==> src/rtl/agu_pkg.sv <==
// Package: shared mode encoding and result flag type for the address unit.
// Assumes: mode bit 0 selects real mode, 1 selects protected mode.
package agu_pkg;
    typedef enum logic {
        MODE_REAL = 1'b0,
        MODE_PROT = 1'b1
    } agu_mode_e;

    typedef struct packed {
        logic valid;
        logic fault;
    } agu_flags_t;
endpackage

==> src/rtl/agu_real_sum.sv <==
// Real-mode adder: scales the segment by 2^SHIFT and adds the offset.
// Assumes: OFF_W <= AW; the carry out of AW bits is dropped (wraps).
module agu_real_sum #(
    parameter int SEG_W = 16,
    parameter int OFF_W = 16,
    parameter int SHIFT = 4,
    parameter int AW    = SEG_W + SHIFT
) (
    input  logic [SEG_W-1:0] seg,
    input  logic [OFF_W-1:0] off,
    output logic [AW-1:0]    sum
);
    logic [AW-1:0] seg_scaled;

    // Shift segment and add offset, keeping AW bits only.
    always_comb begin
        seg_scaled = AW'(seg) << SHIFT;
        sum        = seg_scaled + AW'(off);
    end
endmodule

==> src/rtl/agu_prot_sum.sv <==
// Protected-mode adder: base plus offset, with limit and carry checks.
// Assumes: limit is inclusive; a carry out of the top bit is a fault.
module agu_prot_sum #(
    parameter int AW = 32
) (
    input  logic [AW-1:0] base,
    input  logic [AW-1:0] limit,
    input  logic [AW-1:0] off,
    output logic [AW-1:0] sum,
    output logic          fault
);
    logic [AW:0] wide;
    logic        over_limit;

    // Sum with carry kept, then fold limit and carry into one fault.
    always_comb begin
        wide       = {1'b0, base} + {1'b0, off};
        over_limit = (off > limit);
        sum        = wide[AW-1:0];
        fault      = wide[AW] | over_limit;
    end
endmodule

==> src/rtl/seg_addr_gen.sv <==
// Top: selects real or protected address formation per request and
// registers the result with one cycle of latency.
// Assumes: request inputs are stable at the sampling edge; reset is
// synchronous and active low.
module seg_addr_gen #(
    parameter int SEG_W     = 16,
    parameter int REAL_OFFW = 16,
    parameter int SEG_SHIFT = 4,
    parameter int PA_W      = 32
) (
    input  logic                 clk,
    input  logic                 rst_n,
    input  logic                 req_valid,
    input  logic                 mode_prot,
    input  logic [SEG_W-1:0]     seg_sel,
    input  logic [PA_W-1:0]      desc_base,
    input  logic [PA_W-1:0]      desc_limit,
    input  logic [PA_W-1:0]      offset,
    output logic [PA_W-1:0]      phys_addr,
    output logic                 addr_valid,
    output logic                 addr_fault,
    output logic                 res_prot
);
    import agu_pkg::*;

    localparam int REAL_AW = SEG_W + SEG_SHIFT;

    logic [REAL_AW-1:0] real_sum;
    logic [PA_W-1:0]    prot_sum;
    logic               prot_fault;
    agu_mode_e          req_mode;
    agu_flags_t         nxt_flags;
    logic [PA_W-1:0]    nxt_addr;

    agu_real_sum #(
        .SEG_W (SEG_W),
        .OFF_W (REAL_OFFW),
        .SHIFT (SEG_SHIFT),
        .AW    (REAL_AW)
    ) u_real (
        .seg (seg_sel),
        .off (offset[REAL_OFFW-1:0]),
        .sum (real_sum)
    );

    agu_prot_sum #(
        .AW (PA_W)
    ) u_prot (
        .base  (desc_base),
        .limit (desc_limit),
        .off   (offset),
        .sum   (prot_sum),
        .fault (prot_fault)
    );

    // Pick the path for this request and build next-cycle outputs.
    always_comb begin
        req_mode  = agu_mode_e'(mode_prot);
        nxt_flags = '0;
        nxt_addr  = '0;
        if (req_valid) begin
            if (req_mode == MODE_PROT) begin
                nxt_flags.fault = prot_fault;
                nxt_flags.valid = ~prot_fault;
                nxt_addr        = prot_fault ? '0 : prot_sum;
            end else begin
                nxt_flags.valid = 1'b1;
                nxt_addr        = {{(PA_W-REAL_AW){1'b0}}, real_sum};
            end
        end
    end

    // Output register stage; mode flag held between requests.
    always_ff @(posedge clk) begin
        if (!rst_n) begin
            phys_addr  <= '0;
            addr_valid <= 1'b0;
            addr_fault <= 1'b0;
            res_prot   <= 1'b0;
        end else begin
            phys_addr  <= nxt_addr;
            addr_valid <= nxt_flags.valid;
            addr_fault <= nxt_flags.fault;
            if (req_valid) begin
                res_prot <= (req_mode == MODE_PROT);
            end
        end
    end
endmodule

==> config.mk <==
export PLATFORM = sky130hd
export DESIGN_NAME = seg_addr_gen
export DESIGN_NICKNAME = d
export VERILOG_FILES = /design/src/rtl/agu_pkg.sv /design/src/rtl/agu_real_sum.sv /design/src/rtl/agu_prot_sum.sv /design/src/rtl/seg_addr_gen.sv
export SDC_FILE = /design/constraint.sdc
export NUM_CORES = 1
export LEC_CHECK = 0
export BUFFER_PORTS_ARGS = -buffer_cell sky130_fd_sc_hd__buf_2
export CAP_MARGIN = 20
export CORE_AREA = 2 2 74 128
export DETAILED_ROUTE_END_ITERATION = 7
export DIE_AREA = 0 0 76 130
export GPL_ROUTABILITY_DRIVEN = 0
export PLACE_DENSITY_LB_ADDON = 0.25
export SLEW_MARGIN = 30
export SYNTH_ARGS = -nofsm -noshare
export SYNTH_HDL_FRONTEND = slang
export SYNTH_HIERARCHICAL = 1
export SYNTH_SLANG_ARGS = --single-unit
==> constraint.sdc <==
create_clock -name clk -period 5.01 [get_ports clk]
set_input_delay 1.503 -clock clk [delete_from_list [all_inputs] [get_ports clk]]
set_output_delay 1.503 -clock clk [all_outputs]
set_load 0.02 [all_outputs]
# Word-level counts from Yosys, hierarchy flattened

Index checks and enable logic that the tools add are counted.

Flip-flop bits (word level): 35
Bits of input ports: 116
Output and inout bits: 35
Logic and storage cells: 19

Add/sub/neg operators: 2
$lt $le $gt $ge: 1
Mux-type cells: 3
Bitwise operators: 5
Reductions and logical operators: 3

Operator list:

| operator                | count |
|---|---|
| 2-to-1 mux 20 bit       | 2 |
| adder 32 x 32 -> 33 bit | 1 |
| > comparator 32 bit     | 1 |
| adder 20 x 16 -> 20 bit | 1 |
| inverter 1 bit          | 4 |
| OR reduction 4 bit      | 1 |
| AND reduction 3 bit     | 1 |
| AND reduction 2 bit     | 1 |
| 2-to-1 mux 1 bit        | 1 |
| bitwise OR 1 bit        | 1 |

# Longest topological paths before layout

Depth in word-level cells: 4
Gate-level depth with buffers: 12
Gate-level depth less buffers: 11

# Cells and area by module

The synthesis kept the hierarchy.

Modules (own cells, without submodules):

| module       | times used | cells each | area each (µm²) | seq. area each (µm²) |
|---|---|---|---|---|
| agu_prot_sum | 1          | 346        | 2498.6          | 0.0 |
| seg_addr_gen | 1          | 123        | 1244.9          | 700.7 |
| agu_real_sum | 1          | 108        | 820.8           | 0.0 |

# Worst setup path after synthesis

No wires, ideal clock.

Path kind: input to register
From: input port offset[0]
To: register phys_addr[23]
Library setup time: 59 ps
Arrival time: 3908 ps
Required time: 4951 ps
Setup slack: 1043 ps
Stages on the path: 11
Buffers on the path: 1
Cell sequence: ha_1 -> fa_1 -> a211oi_1 -> o211ai_1 -> a21oi_1 -> a21oi_1 -> o31ai_2 -> o311ai_1 -> and4b_1 -> buf_6 -> and2_1

Word-level cells in the longest chain between the ends: 3
Elaborated cells on any way between the ends: 4
Classes of those cells: 1 x add/sub; 1 x order compare; 1 x bitwise; 1 x reduce/logical

Ends and longest elaborated chain:

| what                                                           | line                                   | RTL |
|---|---|---|
| start, declared                                                | seg_addr_gen.sv:18                     | `input logic [PA_W-1:0] offset,` |
| adder 32 x 32 -> 33 bit or > comparator 32 bit (tied branches) | agu_prot_sum.sv:17, agu_prot_sum.sv:18 |  |
| bitwise OR 1 bit (*)                                           | agu_prot_sum.sv:20                     | `fault = wide[AW] \| over_limit;` |
| net prot_fault                                                 | seg_addr_gen.sv:30                     | `logic prot_fault;` |
| OR reduction 4 bit (no source line) (*)                        | -                                      |  |
| end signal, assigned                                           | seg_addr_gen.sv:81                     | `phys_addr <= nxt_addr;` |
| end, declared                                                  | seg_addr_gen.sv:19                     | `output logic [PA_W-1:0] phys_addr,` |

The timed path passes the listed nets; every way through them passes the cells marked *.
A chain may end at the register's enable or synchronous reset.

# Final worst setup path

From: input port offset[0]
To: register phys_addr[30]

The elaborated chain is that of the path after synthesis.

==> flow_summary.toml <==
[outcome]
status = "finished clean"

[logic_synthesis]
synth_seq_area_share_pct = 15.4
postSynthCellCount = 577
synth-main-ff-cell = "dfxtp_1"
ys_types = 64
synthArstFlopShare_pct = 0
synth-edff-count = 0
synth_nets = 771
avgSynthCellArea_um2 = 7.91
netlist_area_mm2 = 0.00456
yosys_register_bits = 35
yosysWarnings = 6

[setup_path]
path_class = "in2reg"
crit_top_cell = "a21oi_1"
r2r_end = "res_prot"
startpoint_type = "input pin"
cp_num_buf_inv = 1
rr_worst_depth = 2
crit_arrival_ns = 4.45
r2r_start = "res_prot"
critPathRequiredTime_ns = 5.23
reg2reg_slack_ns = 4.42
crit_cells = 11
critPathMaxStageDelay_ns = 0.49
cp_top_family = "compound AO/OA/AOI/OAI gates"
critPathLaunch = "offset[0]"
end_kind = "register"
path_max_fanout = 12
cp_slowest_cell = "and4b_1"
cp-endpoint = "phys_addr[30]"
path_cells = "buf_2 > ha_1 > fa_1 > a211oi_1 > o211ai_1 > a21oi_1 > a21oi_1 > o31ai_2 > o311ai_2 > and4b_1 > and2_1"

[clocking]
ctsHtreeMaxLevel = 2
post_cts_resized = 0
clockBufferDepth = 2
cts_inserted_buffers = 5
clockRootBuffer = "clkbuf_16"
clock_sinks = 35
cts_tree = "done"
clkLatencyLatePin_ns = 0.28
post-cts-setup-buffers = 0
hold_buffers = 0
clkTransAtPathRegs_ns = 0.05

[sta]
post-route-period-util_pct = 84.5
fin_setup_tns_ns = 0
fin_skew_ns = 0
rsz0062_at_grt = "no"
tightest_slew_ns = 0.769
setup_viol = 0
hold_violations = 0
maxSlewHeadroom_pct = 48.6
layout_min_cycle_time_ns = 4.23
fin_hold_ws_ns = 0.516
fmax_mhz = 236
drv_slew = 0

[power]
switching_share_pct = 35.9
p_leak_nw = 2.76
p_comb_share_pct = 45.0
p_switching_mw = 0.435
powerDensity_mw_per_mm2 = 219
clockPowerShare_pct = 30.5
internal_power_mw = 0.775
power.total_mw = 1.21
pwr-share-seq_pct = 24.5
peakVddDrop_mv = 0.176

[routing]
wirelength_um = 13000
vias = 4818
drtIter0Drc = 226
antenna_left = 0
dr.pass1.iters = 5
wl_per_cell_um = 15.6
vias_per_cell = 5.78
drc = 0

[floorplan]
die_area_mm2 = 0.00988
core_area_mm2 = 0.00892
die_w_um = 76
io_pins = 151
die_h_um = 130
initial_core_util_pct = 51.2
rows = 46

[global_route]
gr-usage-met2_pct = 54.6
track_usage_pct = 25.9
antenna_found_initial = 0
grt_pass1_wl_um = 20800
grt_max_degree = 45
grt_pass1_vias = 4796
grt_util_met3_pct = 3.04
grt_use_met1_pct = 24.9
grt-ovfl-total = 0
top_usage_layer = "met2"

[layout]
fin_nets = 906
num_antenna_cells = 0
areaGrowthSynthToFinish_pct = 21.1
layout-drive-gt1-share_pct = 24.5
fillerInstances = 826

[hold_path]
hold_path.class = "reg2reg"
whs_path_depth = 2

[place]
numPortBuffers = 150
detailed_place_hpwl_um = 10800

[flow_run]
maxCapViolations = 0
[how the worst min path moves through the flow]
stage	start	endpoint	slack, ns
floorplan	res_prot	res_prot	0.59
global placement	res_prot	res_prot	0.50
detailed placement	res_prot	res_prot	0.51
CTS	res_prot	res_prot	0.53
global route	res_prot	res_prot	0.54
finish	res_prot	res_prot	0.52
[through the flow]
step	instance area (um2)	utilization [%]	worst slack (ns)	std cells
2_1_floorplan	4560	-	1.04	577
3_5_place_dp	5360	60.0	0.498	825
6_report	5530	62.0	0.778	833
3_3_place_gp	5360	60.0	0.629	825
4_1_cts	5530	62.0	0.762	833
5_1_grt	5530	62.0	0.531	833
[logic make-up (layout without fill, tap and decap cells)]
family                   after synthesis  after routing  share of synthesized area (%)
buffers and inverters                 63            199                           6.03
XOR/XNOR                              38             38                           7.29
multiplexers                           1              1                          0.219
AO/OA/AOI/OAI                        196            196                           29.1
AND/OR/NAND/NOR                      166            166                           20.3
adder cells (fa/ha/maj)               78             78                           21.7
flip-flops                            35             35                           15.4
[worst reg2reg max path, delay by kind of cell (launching register included)]
kind | cells | cell delay, ns
AND/OR/NAND/NOR | 1 | 0.06
multiplexers | 1 | 0.12
flip-flops | 1 | 0.30
[layout make-up]
class / instances / area (um2) / area share (%)
timing repair buffer: 151 / 758 / 13.7
multi-input combinational: 479 / 3600 / 65.0
sequential: 35 / 701 / 12.7
inverter: 40 / 150 / 2.72
clock buffer: 6 / 139 / 2.51
clock inverter: 2 / 35.0 / 0.634
tap: 120 / 150 / 2.72
[sequential cells by signal (all words and copies together), names as in the netlist]
register,count
addr_fault,1
addr_valid,1
phys_addr,32
res_prot,1
[power groups by stage]
stage	sequential (mW)	clock [mW]	combinational, mW
after CTS	0.296	0.373	0.540
after global placement	0.303	0	0.527
final	0.296	0.369	0.545
after detailed placement	0.302	0	0.536
after floorplan	0.318	0	0.367
after global routing	0.297	0.381	0.601
[metal layers]
layer | vias up | part of all wire [%]
met1 | 2216 | 36
met3 | 27 | 4.7
met4 | 0 | 2.6
li1 | 2390 | -
met5 | - | 0
met2 | 185 | 56
[cells in the mapped netlist, drive strengths merged (8+ instances only)]
cell type  count  area share, %
clkbuf        10           0.82
a211oi        11            1.9
nand3         13            1.4
dfxtp         35             15
nand3b        21            3.5
xor2          16            3.1
nand4         13            1.8
buf           13            1.9
a21oi         79            8.7
o211ai         8            1.3
nand2         37            3.0
and2          17            2.3
xnor2         22            4.2
a31oi          9            1.2
inv           40            3.3
a21o          23            3.8
nand2b        24            3.3
o21ai         25            2.7
nor2          14            1.2
ha            76             21
[cell usage in the layout (no fill, tap or decap), drive strengths merged, types with 4 or more instances in the layout]
cell	count
dfxtp	35
clkbuf	6
nand2	37
inv	40
buf	151
o21ai	25
a21oi	79
nand4	13
and2	17
a21o	23
o211ai	8
nor2	14
nor3	6
nand2b	24
o21bai	4
a211oi	11
or3	5
a31oi	9
xor2	16
nand3	13
o21a	6
ha	76
nand3b	21
and3	6
xnor2	22
Power figures use the tool's default switching activity.
